## config.mk

```make
export PLATFORM = sky130hd
export DESIGN_NAME = lane_deser
export DESIGN_NICKNAME = d
export VERILOG_FILES = /design/src/rtl/deser_pkg.sv /design/src/rtl/lane_shifter.sv /design/src/rtl/word_mapper.sv /design/src/rtl/frame_counter.sv /design/src/rtl/lane_deser.sv
export SDC_FILE = /design/constraint.sdc
export NUM_CORES = 1
export LEC_CHECK = 0
export ABC_AREA = 1
export BUFFER_PORTS_ARGS = -buffer_cell sky130_fd_sc_hd__buf_2
export CORE_MARGIN = 2
export CORE_UTILIZATION = 40
export CTS_BUF_LIST = sky130_fd_sc_hd__clkbuf_4
export CTS_CLUSTER_DIAMETER = 200
export CTS_CLUSTER_SIZE = 12
export DETAILED_ROUTE_END_ITERATION = 6
export MAX_ROUTING_LAYER = met4
export PLACE_DENSITY = 0.55
export SYNTH_ARGS = -nofsm -noshare
export SYNTH_HDL_FRONTEND = slang
export SYNTH_SLANG_ARGS = --single-unit
```

## constraint.sdc

```tcl
create_clock -name clk -period 1.8 [get_ports clk]
set_input_delay 0.09 -clock clk [delete_from_list [all_inputs] [get_ports clk]]
set_output_delay 0.09 -clock clk [all_outputs]
set_load 0.03 [all_outputs]
```

## src/rtl/deser_pkg.sv

```systemverilog
package deser_pkg;
   typedef enum logic {
      MODE_NARROW = 1'b0,
      MODE_WIDE   = 1'b1
   } lane_mode_e;
endpackage

```

## src/rtl/lane_shifter.sv

```systemverilog
module lane_shifter #(
   parameter int LANES   = 4,
   parameter int SHORT_N = 7
) (
   input  logic                       clk,
   input  logic                       rst_n,
   input  logic                       shift_en,
   input  logic [LANES-1:0]           bit_in,
   output logic [LANES*2*SHORT_N-1:0] taps
);
   localparam int LONG_N = 2 * SHORT_N;

   // even lanes may carry a long period, odd lanes only ever a short one
   for (genvar k = 0; k < LANES; k++) begin : g_lane
      if ((k % 2) == 0) begin : g_long
         logic [LONG_N-2:0] sr;
         always_ff @(posedge clk or negedge rst_n) begin
            if (!rst_n)        sr <= '0;
            else if (shift_en) sr <= {sr[LONG_N-3:0], bit_in[k]};
         end
         assign taps[k*LONG_N +: LONG_N] = {sr, bit_in[k]};
      end else begin : g_short
         logic [SHORT_N-2:0] sr;
         always_ff @(posedge clk or negedge rst_n) begin
            if (!rst_n)        sr <= '0;
            else if (shift_en) sr <= {sr[SHORT_N-3:0], bit_in[k]};
         end
         assign taps[k*LONG_N +: LONG_N] = {{SHORT_N{1'b0}}, sr, bit_in[k]};
      end
   end
endmodule

```

## src/rtl/word_mapper.sv

```systemverilog
module word_mapper #(
   parameter int LANES   = 4,
   parameter int SHORT_N = 7,
   parameter int WORD_W  = 27
) (
   input  logic                       wide,
   input  logic                       rev,
   input  logic [LANES*2*SHORT_N-1:0] taps,
   output logic [WORD_W-1:0]          word
);
   localparam int LONG_N = 2 * SHORT_N;
   localparam int FLAT_W = LANES * SHORT_N;

   logic [FLAT_W-1:0] flat_n;
   logic [FLAT_W-1:0] flat_w;
   logic [WORD_W-1:0] sel_word;
   logic [WORD_W-1:0] rev_word;
   logic [(LANES/2)*SHORT_N-1:0] unused_odd_hi;
   logic unused_rsv;

   for (genvar k = 0; k < LANES; k++) begin : g_narrow
      assign flat_n[k*SHORT_N +: SHORT_N] = taps[k*LONG_N +: SHORT_N];
      if ((k % 2) == 1) begin : g_odd
         assign unused_odd_hi[(k/2)*SHORT_N +: SHORT_N] = taps[k*LONG_N+SHORT_N +: SHORT_N];
      end
   end

   for (genvar j = 0; j < LANES/2; j++) begin : g_wide
      assign flat_w[j*LONG_N +: LONG_N] = taps[2*j*LONG_N +: LONG_N];
   end

   // the top slot of the flattened period is the reserved one
   assign unused_rsv = flat_n[FLAT_W-1] ^ flat_w[FLAT_W-1] ^ (^unused_odd_hi);
   assign sel_word   = wide ? flat_w[WORD_W-1:0] : flat_n[WORD_W-1:0];

   for (genvar i = 0; i < WORD_W; i++) begin : g_rev
      assign rev_word[i] = sel_word[WORD_W-1-i];
   end

   assign word = rev ? rev_word : sel_word;
endmodule

```

## src/rtl/frame_counter.sv

```systemverilog
module frame_counter
   import deser_pkg::*;
#(
   parameter int SHORT_N = 7
) (
   input  logic clk,
   input  logic rst_n,
   input  logic bit_en,
   input  logic frame_mark,
   input  logic wide_mode,
   input  logic edge_sel,
   output logic emit,
   output logic wide_eff,
   output logic pclk
);
   localparam int LONG_N = 2 * SHORT_N;
   localparam int SW     = $clog2(LONG_N);

   lane_mode_e    mode_q, mode_in, mode_eff;
   logic          lock_q;
   logic [SW-1:0] nxt_q, slot_in, last_eff, half_eff;
   logic          mark, mode_drop, live;

   assign mark      = bit_en & frame_mark;
   assign mode_in   = lane_mode_e'(wide_mode);
   assign mode_drop = lock_q && (mode_in != mode_q) && !mark;
   assign mode_eff  = mark ? mode_in : mode_q;
   assign live      = mark || (lock_q && !mode_drop);
   assign last_eff  = (mode_eff == MODE_WIDE) ? SW'(LONG_N - 1) : SW'(SHORT_N - 1);
   assign half_eff  = (mode_eff == MODE_WIDE) ? SW'(LONG_N / 2) : SW'(SHORT_N / 2);
   assign slot_in   = mark ? '0 : nxt_q;
   assign emit      = bit_en && live && (slot_in == last_eff);
   assign wide_eff  = (mode_eff == MODE_WIDE);

   always_ff @(posedge clk or negedge rst_n) begin
      if (!rst_n) begin
         lock_q <= 1'b0;
         mode_q <= MODE_NARROW;
         nxt_q  <= '0;
         pclk   <= 1'b0;
      end else begin
         if (mark) begin
            lock_q <= 1'b1;
            mode_q <= mode_in;
         end else if (mode_drop) begin
            lock_q <= 1'b0;
         end
         if (mode_drop) begin
            nxt_q <= '0;
            pclk  <= 1'b0;
         end else if (bit_en && live) begin
            nxt_q <= (slot_in == last_eff) ? '0 : slot_in + SW'(1);
            pclk  <= edge_sel ? (slot_in >= half_eff) : (slot_in < half_eff);
         end
      end
   end


   narrow_wrap_chk: assert property (@(posedge clk) disable iff (!rst_n)
      (lock_q && mode_q == MODE_NARROW) |-> (nxt_q < SW'(SHORT_N)));

   wide_wrap_chk: assert property (@(posedge clk) disable iff (!rst_n)
      lock_q |-> (nxt_q < SW'(LONG_N)));

   drop_unlock_chk: assert property (@(posedge clk) disable iff (!rst_n)
      mode_drop |=> (!lock_q && !pclk));

   pclk_hold_chk: assert property (@(posedge clk) disable iff (!rst_n)
      !$stable(pclk) |-> $past(bit_en || mode_drop));
endmodule

```

## src/rtl/lane_deser.sv

```systemverilog
module lane_deser #(
   parameter int LANES   = 4,
   parameter int SHORT_N = 7,
   localparam int WORD_W = LANES * SHORT_N - 1
) (
   input  logic              clk,
   input  logic              rst_n,
   input  logic              bit_en,
   input  logic              frame_mark,
   input  logic [LANES-1:0]  lane_in,
   input  logic              wide_mode,
   input  logic              rev_sel,
   input  logic              edge_sel,
   output logic [WORD_W-1:0] word_out,
   output logic              word_vld,
   output logic              pclk_out
);
   localparam int LONG_N = 2 * SHORT_N;

   if (LANES < 2 || (LANES % 2) != 0) begin : g_bad_lanes
      $error("lane_deser: LANES must be even and at least 2");
   end
   if (SHORT_N < 3) begin : g_bad_short
      $error("lane_deser: SHORT_N must be at least 3");
   end

   logic [LANES*LONG_N-1:0] taps;
   logic [WORD_W-1:0]       mapped;
   logic                    emit, wide_eff;

   lane_shifter #(.LANES(LANES), .SHORT_N(SHORT_N)) u_shift (
      .clk      (clk),
      .rst_n    (rst_n),
      .shift_en (bit_en),
      .bit_in   (lane_in),
      .taps     (taps)
   );

   frame_counter #(.SHORT_N(SHORT_N)) u_count (
      .clk        (clk),
      .rst_n      (rst_n),
      .bit_en     (bit_en),
      .frame_mark (frame_mark),
      .wide_mode  (wide_mode),
      .edge_sel   (edge_sel),
      .emit       (emit),
      .wide_eff   (wide_eff),
      .pclk       (pclk_out)
   );

   word_mapper #(.LANES(LANES), .SHORT_N(SHORT_N), .WORD_W(WORD_W)) u_map (
      .wide (wide_eff),
      .rev  (rev_sel),
      .taps (taps),
      .word (mapped)
   );

   always_ff @(posedge clk or negedge rst_n) begin
      if (!rst_n) begin
         word_out <= '0;
         word_vld <= 1'b0;
      end else begin
         word_vld <= emit;
         if (emit) word_out <= mapped;
      end
   end


   vld_single_chk: assert property (@(posedge clk) disable iff (!rst_n)
      word_vld |=> !word_vld);

   vld_after_strobe_chk: assert property (@(posedge clk) disable iff (!rst_n)
      word_vld |-> $past(bit_en));

   word_hold_chk: assert property (@(posedge clk) disable iff (!rst_n)
      !word_vld |-> $stable(word_out));
endmodule

```

==> metrics.md, run 1 <==
| Metric | Value |
|---|---|
| Layout cells sized above 1 | `0.1350` |
| Register area | `around 1800 µm²` |
| Worst R2R Path Depth | `7` |
| Drt initial violations | `approximately 110` |
| Leakage Power | `2.131 nW` |
| Fin nets | `approximately 530` |
| Total GRT Usage | `0.1710` |
| Vias per cell | `4.631` |
| FILL cells | `about 880` |
| Drt drc | `0` |
| Crit end category | `flop` |
| Final setup fails | `0` |
| Relative slew slack | `0.7449` |
| # diodes | `0` |
| Post-cts sizing count | `0` |
| Clock Latency Late Sink | `~0.40 ns` |
| Syn Nets | `491` |
| Total iterations of the first detailed-routing run | `5` |
| Wirelength per Cell | `12.14 µm` |
| WP data arrival | `~1.9 ns` |
| Yosys warnings | `0` |
| Worst EP required | `around 2.1 ns` |
| Die width | `roughly 99 µm` |
| Rows | `34` |
| IO buf count | `39` |
| Total power draw | `around 3.5 mW` |
| CTS Buf Count | `9` |
| Yosys cell types | `21` |
| Reg-to-Reg Start | `u_count.nxt_q[0]` |
| Max cap viols | `0` |
| Worst-path fanout max | `28` |
| Total Wirelength | `7695 µm` |
| Via count | `between 2000 and 3000` |
| Synth Area per Inst | `between 7 and 8 µm²` |
| CP Launch Type | `flop` |
| Run status | `complete, no violations` |
| Vias in the first global route | `roughly 2600` |
| RSZ-0062 raised after global routing | `no` |
| Antenna violations before repair | `0` |
| Max Freq | `about 0.65 GHz` |
| Post-Route Setup TNS | `0 ns` |
| Setup crit start | `u_count.nxt_q[0]` |
| Hold buffers post-CTS | `6` |
| Area occupied by multi-input gates | `1425 µm²` |
| Setup WS pre-CTS | `0.1662 ns` |
| Clock Skew | `between 0.01 and 0.015 ns` |
| Cells after Synth | `around 480` |
| Initial Utilization | `0.4125` |
| Top Ports | `40` |
| Max clock buf depth | `2` |
| Clock Tree Root | `clkbuf_4` |
| Hold crit path type | `in -> reg` |
| First-pass GRT wire length | `between 10000 and 15000 µm` |
| Fin. Hold Viols | `0` |
| Max-slew violation count | `0` |
| Sequential-to-total area share from yosys stat | `0.4939` |
| ANT nets after route | `0` |
| Die Area | `around 9800 µm²` |
| Area grow syn2layout | `13.46%` |
| Core Area | `8721 µm²` |
| Final period utilization | `0.8590` |
| Fin crit period | `~1.5 ns` |
| Largest net degree at the start of global routing | `just over 70` |
| Die height | `a little under 100 µm` |
| Setup ws final | `~0.25 ns` |
| Flops & latches, synth | `71` |
| Postcts setup bufs | `0` |
| Power per cell area | `between 800 and 900 nW/µm²` |
| DP HPWL | `between 5000 and 6000 µm` |
| Syn Std Cell Area | `about 3600 µm²` |
| Final Wtd Congestion | `between 0.8 and 0.9` |
| Clk slew on worst S/H paths | `roughly 0.12 ns` |
| GRT overflow | `0` |
| Max H-tree Level | `3` |
| VDD IR max | `between 0.2 and 0.3 mV` |
| Hold_sp | `wide_mode` |
| Hold path depth | `5` |
| CTS tree | `built` |
| Clock sink count | `between 70 and 80` |
| Critical Setup Path Class | `reg -> reg` |
| Worst Max-Slew Pin Slew | `0.3827 ns` |
[metrics by stage]
| step | instance area [µm²] | util | instances | hold WS, ns |
|---|---|---|---|---|
| floorplan | 3597 | - | 479 | -0.2056 |
| global placement | 3890 | 0.4461 | 612 | 0.1497 |
| detailed placement | 3890 | 0.4461 | 612 | 0.1506 |
| CTS | 4081 | 0.4680 | 634 | 0.06781 |
| global route | 4081 | 0.4680 | 634 | 0.1236 |
| finish | 4081 | 0.4680 | 634 | 0.09276 |
[synthesized netlist by cell type (all sizes together)]
library cell,instances,share of area
clkbuf,8,0.0083
nand2,201,0.21
or2,1,0.0024
o21bai,27,0.056
inv,72,0.075
and2,1,0.0017
ha,1,0.0035
o21ai,39,0.054
dfrtp,71,0.49
nor2,5,0.0097
buf,16,0.026
nand3,35,0.054
nand4,2,0.0035
[critical path, cell delays in order (launching register included)]
cell	delay, ns
dfrtp_1	0.46
nor2_1	0.12
nand3_1	0.07
nand2_1	0.12
nand3_4	0.16
nor2_8	0.34
nand2_1	0.13
nand2_1	0.08
[placed cells by master, fill, tap and decap left out]
master and n:
clkinvlp_4 2, nand2_2 2, bufinv_16 1, inv_1 71, nand4_1 2, nor2_8 1, or2_4 1, nand2_1 199
inv_2 1, nand3_4 1, o21ai_0 39, dlygate4sd3_1 6, ha_1 1, nand3_2 1, o21bai_1 27, buf_2 39
buf_12 1, clkinv_1 1, nand3_1 33, dfrtp_1 71, clkinv_2 3, buf_4 9, nor2_1 4, and2_1 1
clkbuf_4 9
[sequential cells by signal (all words and copies together), names as in the netlist]
signal and count:
u_shift.g_lane.g_short.sr 11, word_vld 1, word_out 27, u_count.lock_q 1
u_count.mode_q 1, u_count.pclk 1, u_shift.g_lane.g_long.sr 25, u_count.nxt_q 4
[path summary, 6_finish.rpt]
kind                       slack, ns                         endpoint
setup / recovery                0.25                     word_out[26]
hold / removal                  0.09                   u_count.lock_q
setup reg to reg                0.25                     word_out[26]
hold reg to reg                 0.49  u_shift.g_lane[1].g_short.sr[1]
max in group asynchronous       1.25  u_shift.g_lane[1].g_short.sr[1]
min in group asynchronous       0.23                 u_count.nxt_q[2]
[area by class of cell]
class	instances	area share
multi-input combinational	312	0.3492
clock inverter	7	0.01563
clock buffer	9	0.01655
inverter	72	0.06622
timing repair buffer	55	0.08400
tap	108	0.03311
sequential	71	0.4353
[report_power, final]
group          internal (mW)  switching (mW)
clock network          0.412           0.569
registers               1.75          0.0986
logic                  0.225           0.460
total                   2.39            1.13
[kinds of logic (layout without fill, tap and decap cells)]
| kind of cell | Yosys count | after routing | synth area share |
|---|---|---|---|
| flip-flops | 71 | 71 | 0.4939 |
| AND/OR/NAND/NOR | 245 | 245 | 0.2821 |
| AO/OA/AOI/OAI | 66 | 66 | 0.1106 |
| buffers and inverters | 96 | 143 | 0.1099 |
| adder cells (fa/ha/maj) | 1 | 1 | 0.003478 |
[routing by layer]
metal  up-vias  wire length, µm  global-route usage
li1       1547                -                   -
met1      1321             4227              0.2726
met2        62             3037              0.2131
met3         6              367             0.02766
met4         0               62             0.06322
met5         -                0                   -
No activity file was read; power rests on OpenSTA's default activity.
==> run 2, diff against run 1 <==
Settings changed: CELL_PAD_IN_SITES_DETAIL_PLACEMENT set to 1, CELL_PAD_IN_SITES_GLOBAL_PLACEMENT set to 1, CTS_BUF_LIST sky130_fd_sc_hd__clkbuf_4 to unset, PLACE_DENSITY 0.55 to 0.72, SETUP_SLACK_MARGIN set to 0.4.
==> run 2 against run 1 <==
Clock skew shrank 0.0072 ns. Critical path type unchanged. Via count grew 8.7%. Die area is the same. Clock-buffer cell count grew 2. Largest cell class unchanged. Highest routed layer unchanged. Final cell count grew 2.2%. Sequential share of layout area shrank 3.0 points.
==> metrics.md, run 2 (synthesis gave the netlist of run 1 again) <==
| Metric | Value |
|---|---|
| Max Freq | `0.6726 GHz (+4.0%)` |
| Max H-tree Level | `3 (unchanged)` |
| Wire length on met1 | `5142 µm (+22%)` |
| Clock Tree Root | `clkbuf_8` |
| Layout cells sized above 1 | `0.1907 (+0.05576)` |
| Die width | `98.83 µm (unchanged)` |
| Reg-to-Reg Start | `u_count.mode_q` |
| CP max-delay cell | `dfrtp_1` |
| Wirelength per Cell | `15.74 µm (+30%)` |
| Critical Setup Path Class | `reg -> reg` |
| Core Util, Final | `0.5034 (+0.03544)` |
| Top Registers | `word_out x27, u_shift.g_lane.g_long.sr x25, u_shift.g_lane.g_short.sr x11` |
| Max-slew violation count | `0 (unchanged)` |
| Fin crit period | `1.487 ns (-0.05938 ns)` |
| Hold_sp | `edge_sel` |
| Register area | `1780 µm² (+0.21%)` |
| RSZ-0062 raised after global routing | `yes` |
| Total Wirelength | `10200 µm (+33%)` |
| Max reg flops | `27 (unchanged)` |
| Total GRT Usage | `0.2170 (+0.04603)` |
| Non-filler cells, final | `648 (+2.2%)` |
| Final setup fails | `0 (unchanged)` |
| IO buf count | `39 (unchanged)` |
| Vias per cell | `4.923 (+6.3%)` |
| Final Wtd Congestion | `0.8508 (-3.1%)` |
| Most flops, register | `word_out` |
| ANT nets after route | `0 (unchanged)` |
| Worst R2R Path Depth | `8 (+1)` |
| Relative slew slack | `0.6117 (-0.1332)` |
| Max clock buf depth | `2 (unchanged)` |
| Core Area | `8721 µm² (unchanged)` |
| Total iterations of the first detailed-routing run | `4 (-1)` |
| Hold crit path type | `in -> reg` |
| Largest net degree at the start of global routing | `66 (-8.3%)` |
| Worst-path fanout max | `7 (-75%)` |
| Worst Max-Slew Pin Slew | `0.5819 ns (+0.1992 ns)` |
| Die Area | `9767 µm² (unchanged)` |
| Fin. Hold Viols | `0 (unchanged)` |
| Hold endpoint | `u_count.pclk` |
| Via count | `3190 (+8.7%)` |
| Placed cell count | `612 (unchanged)` |
| Power per cell area | `860.5 nW/µm² (about the same)` |
| Antenna violations before repair | `0 (unchanged)` |
| Worst stage delay on the critical path | `0.42 ns (-0.04 ns)` |
| Drt initial violations | `149 (+32%)` |
| Clock Latency Late Sink | `0.35 ns (-0.05 ns)` |
| Vias in the first global route | `3134 (+19%)` |
| Clock sink count | `71 (unchanged)` |
| Most frequent cells in the layout | `192 x nand2_1, 68 x inv_1, 68 x dfrtp_1, 39 x o21ai_0, 39 x buf_2` |
| Area grow syn2layout | `22.05%` |
| Crit end category | `flop` |
| DP HPWL | `6404 µm (+21%)` |
| Drt drc | `0 (unchanged)` |
| Top Ports | `40 (unchanged)` |
| Die height | `98.83 µm (unchanged)` |
| Clk slew on worst S/H paths | `0.08 ns (-0.04 ns)` |
| Clock Skew | `0.007548 ns (-0.007225 ns)` |
| DP Area | `3902 µm² (+0.32%)` |
| Worst reg2reg path endpoint | `word_out[22]` |
| Reg2reg setup slack | `0.31 ns (+0.06 ns)` |
| Leakage Power | `2.274 nW (+6.7%)` |
| CTS tree | `built` |
| FILL cells | `1117 (+26%)` |
| Area occupied by multi-input gates | `1489 µm² (+4.5%)` |
| Fin nets | `550 (+3.2%)` |
| Hold WS | `0.08145 ns (-0.01132 ns)` |
| Final period utilization | `0.8260 (-0.03299)` |
| Run status | `complete, no violations` |
| WP data arrival | `1.72 ns (-0.17 ns)` |
| CP Cell Sequence | `inv_2, nand2_2, nand3_2, nand3_4, buf_6, buf_8, o21bai_1, nand2_1` |
| GRT overflow | `0 (unchanged)` |
| WL met3 | `274 µm (-25%)` |
| Max cap viols | `0 (unchanged)` |
| CP Launch Type | `flop` |
| Commonest non-fill, non-tap cell in the layout | `nand2_1` |
| Highest routed layer | `met4` |
| Hold path depth | `4 (-1)` |
| Post-Route Setup TNS | `0 ns (unchanged)` |
| Worst EP required | `2.03 ns (-0.11 ns)` |
| VDD IR max | `0.3507 mV (+28%)` |
| WL met2 | `4650 µm (+53%)` |
| CTS Buf Count | `9 (unchanged)` |
| Post-route cell area | `4390 µm² (+7.6%)` |
| # diodes | `0 (unchanged)` |
| First-pass GRT wire length | `16330 µm (+26%)` |
| Rows | `34 (unchanged)` |
| Initial Utilization | `0.4125 (unchanged)` |
## run 2: cell count changes in the layout (fill, tap and decap cells not counted), moves of 3 or more
cell      delta
nand2_2      +7
clkbuf_8    +10
buf_6        +3
dfrtp_1      -3
dfrtp_2      +3
clkbuf_4     -9
buf_4        +6
inv_1        -3
nand2_1      -7
buf_12       +3
## run 2: final cells by class
class / count / share of cell area
Sequential cell: 71 / 0.4055
Multi-Input combinational cell: 314 / 0.3391
Timing Repair Buffer: 70 / 0.1280
Inverter: 72 / 0.06213
Clock buffer: 11 / 0.03220
Tap cell: 108 / 0.03078
Clock inverter: 2 / 0.002280
## run 2: what timing repair did
item	CTS	global route
pin swaps	4	19
setup endpoints to repair	33	32
gates cloned	3	1
hold buffers	5	0
hold endpoints to repair	23	0
gates resized for setup	17	13
buffers inserted	11	3
## run 2: how the worst max path moves through the flow
stage,from,to,slack [ns],cells past startpoint
3_3_place_gp,bit_en,word_out[6],0.28,8
4_1_cts,u_count.nxt_q[1],word_out[8],0.33,7
3_5_place_dp,bit_en,word_out[8],0.16,9
5_1_grt,u_count.nxt_q[0],word_out[23],0.25,8
6_report,u_count.mode_q,word_out[22],0.31,8
2_1_floorplan,u_count.mode_q,word_out[10],0.55,7
## run 2: layer usage
layer,vias to the layer above,GRT usage
met2,41,0.3191
met4,0,0.06639
met5,-,-
li1,1577,-
met3,10,0.02908
met1,1562,0.3136
## run 2: critical path, delay by kind of cell (launching register included)
| family | cells | cell delay (ns) |
|---|---|---|
| buffers and inverters | 3 | 0.38 |
| and+or+nand+nor | 4 | 0.36 |
| AOI/OAI and AO/OA | 1 | 0.20 |
| DFF | 1 | 0.42 |
## run 2: report_power, final
part	switching [mW]	leakage, nW	internal (mW)	total [mW]
logic	0.531	1.39	0.288	0.819
clock network	0.591	0.0809	0.511	1.10
registers	0.104	0.802	1.75	1.86
## run 2: per-stage QoR
step	setup WS, ns	power, mW
after floorplan	0.5540	2.332
after global placement	0.2789	2.564
after detailed placement	0.1637	2.598
after CTS	0.3332	3.773
after global routing	0.2502	3.992
final	0.3132	3.778
==> run 3, diff against run 2 <==
Settings changed: CORE_UTILIZATION 40 to 39, PLACE_DENSITY 0.72 to 0.73.
Clock period 1.8 ns to 1.21 ns, I/O delays scaled along.
==> run 3 against run 2 <==
Combinational power up 66%. Largest power group unchanged. Cell area rose by 9.7%. Critical path depth unchanged. The run now ends with negative setup slack left. Utilization increased by 2.5 points. Global-route usage grew 0.10 points. Flip-flop and latch count stayed put.
==> metrics.md, run 3 (synthesis gave the netlist of run 1 again) <==
| Metric | Value |
|---|---|
| Run status | `complete, but fails checks` |
| Failing checks | `negative setup slack` |
| Seq pwr share | `0.457 (-0.034)` |
| Max Freq | `0.7011 GHz (+4.2%)` |
| Max cap viols | `0 (unchanged)` |
| Comb power frac | `0.225 (+0.008)` |
| Sw Ratio | `0.3124 (-0.01227)` |
| CP Launch Type | `flop` |
| Antenna violations before repair | `0 (unchanged)` |
| Core Util, Final | `0.5287 (+0.02527)` |
| Max-slew violation count | `0 (unchanged)` |
| DP HPWL | `6493 µm (+1.4%)` |
| Initial Utilization | `0.3949 (-0.01756)` |
| Hold endpoint | `u_count.pclk` |
| Post-route cell area | `4816 µm² (+9.7%)` |
| Crit end category | `flop` |
| Total GRT Usage | `0.2180 (+0.001007)` |
| Via count | `3184 (-0.19%)` |
| Most flops, register | `word_out` |
| Rows | `35 (+2.9%)` |
| Total Wirelength | `9818 µm (-3.8%)` |
| Clock Skew | `0.01471 ns (+0.007158 ns)` |
| Fin. Hold Viols | `0 (unchanged)` |
| Worst reg2reg path endpoint | `word_out[17]` |
| Clk slew on worst S/H paths | `0.09 ns (about the same)` |
| WP data arrival | `1.70 ns (-0.02 ns)` |
| Final period utilization | `1.179 (+0.3528)` |
| Worst EP required | `1.49 ns (-0.54 ns)` |
| Vias in the first global route | `3272 (+4.4%)` |
| Die Area | `10010 µm² (+2.5%)` |
| Worst Max-Slew Pin Slew | `0.4045 ns (-0.1773 ns)` |
| Worst-path fanout max | `11 (+4)` |
| Reg-to-Reg Start | `u_count.nxt_q[0]` |
| Drt initial violations | `110 (-26%)` |
| Clock sink count | `71 (unchanged)` |
| Die height | `100.0 µm (+1.2%)` |
| Hold WS | `0.01802 ns (-0.06343 ns)` |
| Critical Setup Path Class | `reg -> reg` |
| VDD IR max | `0.4924 mV (+40%)` |
| Leakage Power | `2.472 nW (+8.7%)` |
| Layout cells sized above 1 | `0.2455 (+0.05478)` |
| Core Area | `9109 µm² (+4.4%)` |
| Max H-tree Level | `3 (unchanged)` |
| Placed cell count | `627 (+2.5%)` |
| Fin nets | `565 (+2.7%)` |
| Most frequent cells in the layout | `182 x nand2_1, 71 x dfrtp_1, 64 x inv_1, 38 x o21ai_0, 35 x buf_6` |
| CTS Buf Count | `9 (unchanged)` |
| First-pass GRT wire length | `16820 µm (+3.0%)` |
| Clock Tree Root | `clkbuf_8` |
| Setup WS pre-CTS | `-0.1706 ns (-0.3343 ns)` |
| Die width | `100.0 µm (+1.2%)` |
| Clk pwr share | `0.318 (+0.026)` |
| DP Area | `4076 µm² (+4.5%)` |
| Setup ws final | `-0.2163 ns (-0.5295 ns)` |
| Reg2reg setup slack | `-0.22 ns (-0.53 ns)` |
| Clock Latency Late Sink | `0.35 ns (about the same)` |
| Max reg flops | `27 (unchanged)` |
| Commonest non-fill, non-tap cell in the layout | `nand2_1` |
| Top Ports | `40 (unchanged)` |
| Total power draw | `6.053 mW (+60%)` |
| Drt drc | `0 (unchanged)` |
| GRT overflow | `0 (unchanged)` |
| # diodes | `0 (unchanged)` |
| Max clock buf depth | `2 (unchanged)` |
| Internal power | `4.162 mW (+63%)` |
| Power per cell area | `1257 nW/µm² (+46%)` |
| Wirelength per Cell | `14.68 µm (-6.8%)` |
| CTS tree | `built` |
| Hold_sp | `edge_sel` |
| Relative slew slack | `0.7275 (+0.1158)` |
| Fin crit period | `1.426 ns (-0.06047 ns)` |
| Top Registers | `word_out x27, u_shift.g_lane.g_long.sr x25, u_shift.g_lane.g_short.sr x11` |
| Switching power | `1.891 mW (+54%)` |
| Area grow syn2layout | `33.88%` |
| Non-filler cells, final | `669 (+3.2%)` |
| Largest net degree at the start of global routing | `72 (+9.1%)` |
| RSZ-0062 raised after global routing | `yes` |
| Hold crit path type | `in -> reg` |
| Total iterations of the first detailed-routing run | `4 (unchanged)` |
| ANT nets after route | `0 (unchanged)` |
| Final setup fails | `33 (+33)` |
| Worst R2R Path Depth | `8 (unchanged)` |
| Final Wtd Congestion | `0.8159 (-4.1%)` |
| Post-Route Setup TNS | `-5.598 ns (-5.598 ns)` |
| IO buf count | `39 (unchanged)` |
| Vias per cell | `4.759 (-3.3%)` |
| Hold path depth | `5 (+1)` |
## run 3: repair_timing
item,4_1_cts,5_1_grt
cloned,0,1
hold endpoints to repair,75,0
gates resized for setup,81,23
setup buffers,12,8
setup endpoints to repair,69,67
pin swaps,8,5
hold buffers,5,0
## run 3: routing by layer
layer / vias to the layer above / wire (µm) / GRT usage
li1: 1609 / - / -
met1: 1527 / 4976 / 0.3095
met2: 40 / 4560 / 0.3306
met3: 8 / 163 / 0.02716
met4: 0 / 116 / 0.06322
met5: - / 0 / -
## run 3: worst max path at each step
stage          slack, ns           end        startpoint
3_5_place_dp       -0.17  word_out[23]  u_count.nxt_q[0]
6_report           -0.22  word_out[17]  u_count.nxt_q[0]
5_1_grt            -0.31  word_out[17]  u_count.nxt_q[0]
3_3_place_gp       -0.09  word_out[13]  u_count.nxt_q[0]
2_1_floorplan      -0.02  word_out[20]  u_count.nxt_q[0]
4_1_cts            -0.17  word_out[23]  u_count.nxt_q[1]
## run 3: layout make-up
class                      instances  area (µm²)
fill                            1119        4293
sequential                        71        1777
multi-input combinational        312        1553
timing repair buffer              87       884.6
inverter                          72       272.8
clock buffer                      12       145.1
tap                              111       138.9
clock inverter                     4       45.04
## run 3: power by group through the flow
stage / clock (mW) / combinational, mW / sequential [mW]
2_1_floorplan: 0 / 0.649 / 2.85
3_3_place_gp: 0 / 1.07 / 2.78
4_1_cts: 1.97 / 1.26 / 2.76
6_report: 1.92 / 1.36 / 2.76
5_1_grt: 2.07 / 1.55 / 2.80
3_5_place_dp: 0 / 1.11 / 2.80
## run 3: worst max-delay path, stage by stage, from the launching register on
cell,delay (ns)
dfrtp_1,0.44
nor2_1,0.12
nand3_1,0.10
nand2_2,0.09
nand3_4,0.13
nor2_8,0.17
buf_12,0.15
nand2_1,0.08
nand2_1,0.08
